$ cat src/rtl/ierr_pkg.sv
package ierr_pkg;
  localparam int unsigned IERR_REG_W    = 32;
  localparam int unsigned IERR_PORTS    = 7;
  localparam int unsigned IERR_INI_LSB  = 0;
  localparam int unsigned IERR_TGT_LSB  = 16;

  typedef enum logic [1:0] {
    ACC_IDLE  = 2'd0,
    ACC_READ  = 2'd1,
    ACC_WRITE = 2'd2,
    ACC_DENY  = 2'd3
  } acc_kind_e;

  function automatic logic [IERR_REG_W-1:0] field_mask(input int unsigned lsb,
                                                       input int unsigned width);
    logic [IERR_REG_W-1:0] m;
    m = '0;
    for (int unsigned i = 0; i < width; i++) m[lsb+i] = 1'b1;
    return m;
  endfunction
endpackage

$ cat src/rtl/ierr_access_gate.sv
module ierr_access_gate
  import ierr_pkg::*;
(
  input  logic      req_valid,
  input  logic      req_write,
  input  logic      req_secure,
  input  logic      sec_permit,
  output acc_kind_e acc_kind
);
  logic allowed;
  assign allowed = req_secure | sec_permit;

  always_comb begin
    if (!req_valid)      acc_kind = ACC_IDLE;
    else if (!allowed)   acc_kind = ACC_DENY;
    else if (req_write)  acc_kind = ACC_WRITE;
    else                 acc_kind = ACC_READ;
  end
endmodule

$ cat src/rtl/ierr_sticky_bank.sv
module ierr_sticky_bank #(
  parameter int unsigned PORTS = 7
) (
  input  logic             clk,
  input  logic             rst,
  input  logic [PORTS-1:0] err_pulse,
  input  logic             clr_en,
  input  logic [PORTS-1:0] clr_mask,
  output logic [PORTS-1:0] bits_q
);
  for (genvar k = 0; k < PORTS; k++) begin : g_bit
    always_ff @(posedge clk) begin
      if (rst)               bits_q[k] <= 1'b0;
      else if (err_pulse[k]) bits_q[k] <= 1'b1;   // set has priority over clear
      else if (clr_en && clr_mask[k]) bits_q[k] <= 1'b0;
    end
  end
endmodule

$ cat src/rtl/ierr_irq_gen.sv
module ierr_irq_gen #(
  parameter int unsigned W = 32
) (
  input  logic         clk,
  input  logic         rst,
  input  logic [W-1:0] status,
  output logic         irq_n
);
  always_ff @(posedge clk) begin
    if (rst) irq_n <= 1'b1;
    else     irq_n <= ~(|status);
  end
endmodule

$ cat src/rtl/ierr_rsp_reg.sv
module ierr_rsp_reg
  import ierr_pkg::*;
#(
  parameter int unsigned W = 32
) (
  input  logic         clk,
  input  logic         rst,
  input  acc_kind_e    acc_kind,
  input  logic [W-1:0] status,
  output logic         rsp_valid,
  output logic         rsp_err,
  output logic [W-1:0] rd_data
);
  always_ff @(posedge clk) begin
    if (rst) begin
      rsp_valid <= 1'b0;
      rsp_err   <= 1'b0;
      rd_data   <= '0;
    end else begin
      rsp_valid <= (acc_kind != ACC_IDLE);
      rsp_err   <= (acc_kind == ACC_DENY);
      rd_data   <= (acc_kind == ACC_READ) ? status : '0;
    end
  end
endmodule

$ cat src/rtl/imprecise_err_status.sv
module imprecise_err_status
  import ierr_pkg::*;
#(
  parameter int unsigned REG_W   = IERR_REG_W,
  parameter int unsigned PORTS   = IERR_PORTS,
  parameter int unsigned INI_LSB = IERR_INI_LSB,
  parameter int unsigned TGT_LSB = IERR_TGT_LSB
) (
  input  logic             clk,
  input  logic             rst,
  input  logic             req_valid,
  input  logic             req_write,
  input  logic             req_secure,
  input  logic [REG_W-1:0] req_wdata,
  input  logic             sec_permit,
  input  logic [PORTS-1:0] ini_err_pulse,
  input  logic [PORTS-1:0] tgt_err_pulse,
  output logic             rsp_valid,
  output logic             rsp_err,
  output logic [REG_W-1:0] rd_data,
  output logic             irq_n
);
  localparam logic [REG_W-1:0] LIVE_MASK =
    REG_W'(field_mask(INI_LSB, PORTS) | field_mask(TGT_LSB, PORTS));

  acc_kind_e        acc_kind;
  logic [PORTS-1:0] ini_bits, tgt_bits;
  logic [REG_W-1:0] status_w;
  logic             clr_en;
  logic             unused_rsvd_wdata;

  assign clr_en = (acc_kind == ACC_WRITE);
  assign unused_rsvd_wdata = ^(req_wdata & ~LIVE_MASK);

  ierr_access_gate u_gate (
    .req_valid (req_valid),
    .req_write (req_write),
    .req_secure(req_secure),
    .sec_permit(sec_permit),
    .acc_kind  (acc_kind)
  );

  ierr_sticky_bank #(.PORTS(PORTS)) u_ini_bank (
    .clk      (clk),
    .rst      (rst),
    .err_pulse(ini_err_pulse),
    .clr_en   (clr_en),
    .clr_mask (req_wdata[INI_LSB +: PORTS]),
    .bits_q   (ini_bits)
  );

  ierr_sticky_bank #(.PORTS(PORTS)) u_tgt_bank (
    .clk      (clk),
    .rst      (rst),
    .err_pulse(tgt_err_pulse),
    .clr_en   (clr_en),
    .clr_mask (req_wdata[TGT_LSB +: PORTS]),
    .bits_q   (tgt_bits)
  );

  always_comb begin
    status_w = '0;
    status_w[INI_LSB +: PORTS] = ini_bits;
    status_w[TGT_LSB +: PORTS] = tgt_bits;
  end

  ierr_rsp_reg #(.W(REG_W)) u_rsp (
    .clk      (clk),
    .rst      (rst),
    .acc_kind (acc_kind),
    .status   (status_w),
    .rsp_valid(rsp_valid),
    .rsp_err  (rsp_err),
    .rd_data  (rd_data)
  );

  ierr_irq_gen #(.W(REG_W)) u_irq (
    .clk   (clk),
    .rst   (rst),
    .status(status_w),
    .irq_n (irq_n)
  );
endmodule

$ cat config.mk
export PLATFORM = sky130hd
export DESIGN_NAME = imprecise_err_status
export DESIGN_NICKNAME = d
export VERILOG_FILES = /design/src/rtl/ierr_pkg.sv /design/src/rtl/ierr_access_gate.sv /design/src/rtl/ierr_sticky_bank.sv /design/src/rtl/ierr_irq_gen.sv /design/src/rtl/ierr_rsp_reg.sv /design/src/rtl/imprecise_err_status.sv
export SDC_FILE = /design/constraint.sdc
export NUM_CORES = 1
export LEC_CHECK = 0
export CORE_UTILIZATION = 35
export DETAILED_ROUTE_END_ITERATION = 10
export HOLD_SLACK_MARGIN = 0.06
export PLACE_DENSITY = 0.89
export SYNTH_ARGS = -nofsm -noshare
export SYNTH_HDL_FRONTEND = slang
export SYNTH_SLANG_ARGS = --single-unit
$ cat constraint.sdc
create_clock -name clk -period 1.5 [get_ports clk]
set_input_delay 0.3 -clock clk [delete_from_list [all_inputs] [get_ports clk]]
set_output_delay 0.3 -clock clk [all_outputs]
set_load 0.02 [all_outputs]
==> summary.md, run 1 <==
| Metric | Value |
|---|---|
| Status | finished, final reports clean |
| Final Hold Fails | 0 |
| Vias per cell | 4.25 |
| Pleak | 0.000823 uW |
| PortBufs | 50 |
| CTS max path bufs | 2 |
| Layout cells sized above 1 | 11.8% |
| Crit-path cells | clkdlybuf4s50_1 -> or3b_1 -> buf_12 -> nor3b_1 |
| Die X | 62.0 um |
| GR Util All Layers | 13.4% |
| Final Setup Violations | 0 |
| Antenna violations before repair | 0 |
| Vias in the first global route | 773 |
| Main synth FF type | dfxtp_1 |
| Clk sinks | 31 |
| Arr. time, crit path | 1.51 ns |
| Seq. cell area | 621 um^2 |
| Finished Cell Area | 1800 um^2 |
| Post-CTS setup buffers | 0 |
| Synthesized cell area | 1260 um^2 |
| Startpoint Class | input port |
| Die Ht | 62.0 um |
| Num CTS Buffers | 5 |
| Hpwl dp | 1850 um |
| Gr ovfl total | 0 |
| Largest net degree at the start of global routing | 17 |
| Pwr/cell area | 883 nW/um^2 |
| Synthesized area per cell | 10.3 um^2 |
| Data required, critical path | 1.74 ns |
| Core area | 3390 um^2 |
| Hold WC Path Type | reg2reg |
| Synthesized instance count | 122 |
| Worst Setup Path Type | in2reg |
| Vias | 951 |
| 1st-iter DRT viols | 20 |
| Final worst-path cycle share | 84.9% |
| DRC viols | 0 |
| Top delay family on crit path | buffers and inverters |
| CTS Hold Buffers Added | 0 |
| R2R Setup Slk | 0.54 ns |
| Wire per inst | 10.8 um |
| FILL cells | 317 |
| Crit Reg-Reg Endpoint | u_irq.irq_n$_SDFF_PP1_ |
| Synth cell types | 18 |
| Synthesis-to-finish area growth | 42.9% |
| Final Instance Count excl. Fillers | 224 |
| Fin. max-slew vios | 0 |
| Fin crit period | 1.27 ns |
| CTS tree | yes |
| Max incr delay on CP | 0.47 ns |
| Post-synth EDFFs | 0 |
| Seq/Total Area, Yosys | 49.2% |
| Initial Utilization | 37.2% |
| Clock root buffer | clkbuf_4 |
| Unrepaired setup endpoints after global routing | no |
| Post-route ant nets | 0 |
| Max cap viols | 0 |
| Post-synth top cells | dfxtp_1, buf_4, nor2_1 |
| Post-synth ARST share | 0% |
| Crit end category | flop |
| Reg2reg path depth | 2 |
| DP Cell Count | 216 |
| Worst r2r src | u_tgt_bank.bits_q[1]$_SDFFE_PP0P_ |
| Ranking of synthesized cells by area | dfxtp_1, buf_4, nor3b_2 |
| Placed cell area | 1770 um^2 |
| Count leader, synth | dfxtp_1 |
| Yosys reg bits | 31 |
| Final Skew | 0.00723 ns |
| Routed Wire Length | 2420 um |
| Top-area cell type share of the netlist area | 49.2% |
| Highest Clock Rate | 785 MHz |
| Nets | 229 |
| WP buf/inv | 2 |
| Sink of the worst hold path | u_rsp.rd_data[16]$_SDFF_PP0_ |
| GP Congestion | 0.717 |
| Cell taking the most area after synthesis | dfxtp_1 |
| Rows | 21 |
| Hold Startpoint | u_tgt_bank.bits_q[0]$_SDFFE_PP0P_ |
| First-pass DRT Iterations | 4 |
| CP max FO | 14 |
| IO Count | 87 |
| Clk_lat worst skew | 0.32 ns |
| Number of H-tree levels | 2 |
| Antenna Cells | 0 |
| First-pass GRT wire length | 3470 um |
| Die Footprint | 3850 um^2 |
| Synth Warn # | 0 |
| Worst VDD drop | 431 uV |
| Clock transition at the registers of the reported paths | 0.08 ns |
| Worst Hold Depth | 1 |
| Slowest CP cell | clkdlybuf4s50_1 |
| Multi-input logic area | 467 um^2 |
[power by group]
part / switching (uW) / internal, uW
combinational: 129 / 143
sequential: 23.0 / 862
clock: 252 / 182
[registers in the layout, indices dropped and copies added (netlist names)]
| signal | flops |
|---|---|
| u_rsp.rsp_err | 1 |
| u_irq.irq_n | 1 |
| u_rsp.rd_data | 14 |
| u_tgt_bank.bits_q | 7 |
| u_ini_bank.bits_q | 7 |
| u_rsp.rsp_valid | 1 |
[kinds of logic (layout without fill, tap and decap cells)]
logic type,after synthesis,in the layout,share of synthesized area (%)
buffers and inverters,38,77,18.8
AOI/OAI and AO/OA,16,16,11.3
DFF,31,31,49.2
other,1,18,0.297
and+or+nand+nor,36,36,20.3
[worst reg2reg max path, stage by stage, from the launching register on]
cell and delay, ns:
dfxtp_1 0.34, nor4_1 0.35, a41o_1 0.22
[worst max path at each step]
stage	startpoint	end	cells after the start
2_1_floorplan	rst	u_rsp.rd_data[0]$_SDFF_PP0_	5
6_report	req_valid	u_rsp.rd_data[17]$_SDFF_PP0_	4
3_5_place_dp	req_valid	u_rsp.rd_data[6]$_SDFF_PP0_	4
4_1_cts	u_rsp.rsp_err$_SDFF_PP0_	rsp_err	1
3_3_place_gp	req_valid	u_rsp.rd_data[16]$_SDFF_PP0_	4
5_1_grt	u_rsp.rd_data[1]$_SDFF_PP0_	rd_data[1]	1
[per-layer routing]
layer / vias up / part of all wire (%) / GRT usage (%)
li1: 493 / - / -
met1: 406 / 40 / 13.6
met2: 47 / 51 / 23.9
met3: 5 / 7.2 / 3.93
met4: 0 / 2.1 / 8.57
met5: - / 0 / 0
[final cells by class]
class,instances,share of cell area (%)
Multi-Input combinational cell,70,25.9
Clock buffer,7,2.50
Sequential cell,31,34.4
Inverter,14,2.92
Tap cell,46,3.19
Clock inverter,1,0.278
Timing Repair Buffer,55,30.8
[timing repair]
| action | 4_1_cts | 5_1_grt |
|---|---|---|
| hold endpoints to repair | 0 | 0 |
| setup endpoints to repair | 17 | 0 |
| gates resized for setup | 17 | 0 |
[stage by stage]
step / utilization (%) / setup WS, ns / hold WS [ns] / TNS (ns) / total power [uW]
finish: 53.2 / 0.226 / 0.499 / 0 / 1590
global route: 53.2 / 0.176 / 0.513 / 0 / 1680
CTS: 53.2 / 0.204 / 0.499 / 0 / 1620
detailed placement: 52.3 / -0.119 / 0.485 / -1.04 / 1190
global placement: 52.3 / -0.0824 / 0.479 / -0.787 / 1180
floorplan: - / 0.250 / 0.412 / 0 / 1070
[cells in the final DEF, fill, tap and decap left out]
| cell | Yosys | layout |
|---|---|---|
| clkbuf_1 | 2 | 2 |
| nor3b_1 | 4 | 4 |
| nor2_1 | 16 | 16 |
| a41o_1 | 1 | 1 |
| a311oi_1 | 14 | 14 |
| and2b_1 | 1 | 1 |
| buf_12 | 0 | 3 |
| clkbuf_4 | 0 | 5 |
| or3b_1 | 1 | 1 |
| dfxtp_1 | 31 | 31 |
| o211a_1 | 1 | 1 |
| and2_1 | 1 | 1 |
| dlygate4sd2_1 | 0 | 17 |
| clkinv_2 | 0 | 1 |
| buf_4 | 18 | 2 |
| inv_1 | 14 | 14 |
| conb_1 | 1 | 18 |
| clkdlybuf4s50_1 | 0 | 33 |
| nor3b_2 | 10 | 10 |
| nor4_1 | 3 | 3 |
Power figures use the tool's default switching activity.
==> run 2, diff against run 1 <==
- CORE_UTILIZATION: 35 -> 31
- PLACE_DENSITY: 0.89 -> 0.84
- clock period: 1.5 -> 1.03 ns (I/O delays scaled with it)
==> run 2 against run 1 <==
  * Die area increased by 12%
  * Flip-flop and latch count unchanged
  * Worst setup slack got worse by 0.18 ns
  * Count of clock-buffer cells in the layout decreased by 1
  * Sequential share of layout area decreased by 0.54 points
  * Cell count increased by 1.8%
  * Core utilization decreased by 4.6 points
  * Clock skew decreased by 0.0023 ns
  * Register-to-register slack got worse by 0.42 ns
  * Via count increased by 7.4%
  * First-iteration DRC count increased by 95%
  * Critical path depth unchanged
  * Largest cell class unchanged
  * Highest routed layer unchanged
==> summary.md, run 2 (same netlist as run 1, synthesis figures left out) <==
| Metric | Value |
|---|---|
| Gr ovfl total | 0 (unchanged) |
| Max cap viols | 0 (unchanged) |
| Fin. max-slew vios | 0 (unchanged) |
| CP max FO | 7 (was 14) |
| Crit-path cells | dlygate4sd2_1 -> or3b_4 -> buf_16 -> nor3b_2 (was clkdlybuf4s50_1 -> or3b_1 -> buf_12 -> nor3b_1) |
| Antenna violations before repair | 0 (unchanged) |
| GP Congestion | 0.717 (about the same) |
| Synthesis-to-finish area growth | 45.1% (was 42.9%) |
| R2R Setup Slk | 0.12 ns (was 0.54 ns) |
| Pleak | 0.000830 uW (was 0.000823 uW) |
| Vias | 1021 (was 951) |
| CTS tree | yes (unchanged) |
| Highest Clock Rate | 1020 MHz |
| Unrepaired setup endpoints after global routing | no (unchanged) |
| Largest Register | u_rsp.rd_data (unchanged) |
| DRC viols | 0 (unchanged) |
| Hold Slack | 0.325 ns (was 0.499 ns) |
| Worst Setup Path Type | in2reg (unchanged) |
| Rows | 22 (was 21) |
| Die Ht | 65.8 um (was 62.0 um) |
| Slowest CP cell | or3b_4 (was clkdlybuf4s50_1) |
| Max FFs per register | 14 (unchanged) |
| Seq. cell area | 621 um^2 (unchanged) |
| Worst VDD drop | 631 uV (was 431 uV) |
| Nets | 232 (was 229) |
| Placed cell area | 1750 um^2 (was 1770 um^2) |
| FILL cells | 364 (was 317) |
| WP buf/inv | 2 (unchanged) |
| Routed Wire Length | 2800 um (was 2420 um) |
| Fin crit period | 0.982 ns |
| Clk sinks | 31 (unchanged) |
| 1st-iter DRT viols | 39 (was 20) |
| Max incr delay on CP | 0.42 ns (was 0.47 ns) |
| CTS Hold Buffers Added | 0 (unchanged) |
| Power, Total | 2620 uW (was 1590 uW) |
| Status | finished, final reports clean (unchanged) |
| Top delay family on crit path | simple AND/OR/NAND/NOR gates (was buffers and inverters) |
| PortBufs | 50 (unchanged) |
| Hold WC Path Type | in2reg (was reg2reg) |
| Top flop regs | u_rsp.rd_data: 14 flops, u_ini_bank.bits_q: 7 flops, u_tgt_bank.bits_q: 7 flops (unchanged) |
| Core area | 3770 um^2 (was 3390 um^2) |
| Wire per inst | 12.3 um (was 10.8 um) |
| Final Hold Fails | 0 (unchanged) |
| Antenna Cells | 0 (unchanged) |
| Post-route ant nets | 0 (unchanged) |
| Number of H-tree levels | 2 (unchanged) |
| Clock transition at the registers of the reported paths | 0.06 ns (was 0.08 ns) |
| Final worst-path cycle share | 95.4% |
| Commonest non-fill, non-tap cells in the layout | dfxtp_1, clkdlybuf4s50_1, conb_1 (was clkdlybuf4s50_1, dfxtp_1, conb_1) |
| IO Count | 87 (unchanged) |
| Final Skew | 0.00488 ns (was 0.00723 ns) |
| Final Setup Violations | 0 (unchanged) |
| First-pass DRT Iterations | 4 (unchanged) |
| GR Util All Layers | 14.1% (was 13.4%) |
| First-pass GRT wire length | 4370 um (was 3470 um) |
| Arr. time, crit path | 1.19 ns (was 1.51 ns) |
| Startpoint Class | input port (unchanged) |
| Post-CTS setup buffers | 0 (unchanged) |
| Largest net degree at the start of global routing | 17 (unchanged) |
| Num CTS Buffers | 5 (unchanged) |
| Vias per cell | 4.48 (was 4.25) |
| Clk_lat worst skew | 0.28 ns (was 0.32 ns) |
| Layout cells sized above 1 | 27.2% (was 11.8%) |
| Initial Utilization | 33.4% (was 37.2%) |
| Crit end category | flop (unchanged) |
| Die Footprint | 4330 um^2 (was 3850 um^2) |
| Fin Setup TNS | 0 ns (unchanged) |
| Multi-input logic area | 503 um^2 (was 467 um^2) |
| Pwr/cell area | 1430 nW/um^2 (was 883 nW/um^2) |
| Die X | 65.8 um (was 62.0 um) |
| Hpwl dp | 2150 um (was 1850 um) |
| Finished Cell Area | 1830 um^2 (was 1800 um^2) |
| Data required, critical path | 1.24 ns (was 1.74 ns) |
| Vias in the first global route | 987 (was 773) |
| CTS max path bufs | 2 (unchanged) |
| Commonest non-fill, non-tap cell in the layout | dfxtp_1 (was clkdlybuf4s50_1) |
| Clock root buffer | clkbuf_8 (was clkbuf_4) |
## run 2: cell count changes in the layout (fill, tap and decap cells not counted), sizes merged
| cell | delta |
|---|---|
| buf | +20 |
| clkdlybuf4s50 | -5 |
| clkbuf | -1 |
| clkdlybuf4s15 | +1 |
| dlygate4sd2 | -13 |
## run 2: final timing paths
check | depth (start not counted) | start | endpoint
worst max register to register | 2 | u_ini_bank.bits_q[4]$_SDFFE_PP0P_ | u_irq.irq_n$_SDFF_PP1_
worst min-delay path | 2 | req_valid | u_rsp.rsp_valid$_SDFF_PP0_
worst min register to register | 1 | u_tgt_bank.bits_q[1]$_SDFFE_PP0P_ | u_rsp.rd_data[17]$_SDFF_PP0_
worst max-delay path | 4 | rst | u_rsp.rd_data[4]$_SDFF_PP0_
## run 2: layout make-up
class                   count  area share [%]
flip-flops and latches     31            33.9
multi-input cells          70            27.5
repair buffers             58            27.7
clock buffers               6            4.51
clock inverters             1           0.273
well taps                  48            3.28
inverters                  14            2.87
## run 2: routing by layer
layer  wire [um]  vias up  GRT usage [%]
li1            -      494              -
met1        1070      474           13.7
met2        1470       46           25.4
met3         179        7           3.45
met4          82        0           10.9
met5           0        -              0
## run 2: through the flow
step,worst slack (ns),util [%],cells
floorplan,-0.102,-,139
global route,0.00305,48.5,228
CTS,0.00889,48.0,228
detailed placement,-0.488,46.5,220
finish,0.0478,48.5,228
global placement,-0.464,46.5,220
## run 2: report_power, final
group,internal [uW],switching (uW)
sequential,1260,37.6
combinational,209,200
clock,522,398
## run 2: worst register-to-register path, cell delays in order, from the launching register on
cell,delay [ns]
dfxtp_1,0.33
nor4_1,0.33
a41o_1,0.21
## run 2: repair_timing
action                     in CTS  in global routing
gates cloned                    1                  0
setup endpoints to repair      46                  5
resized for setup              82                  4
pin swaps                       4                  3
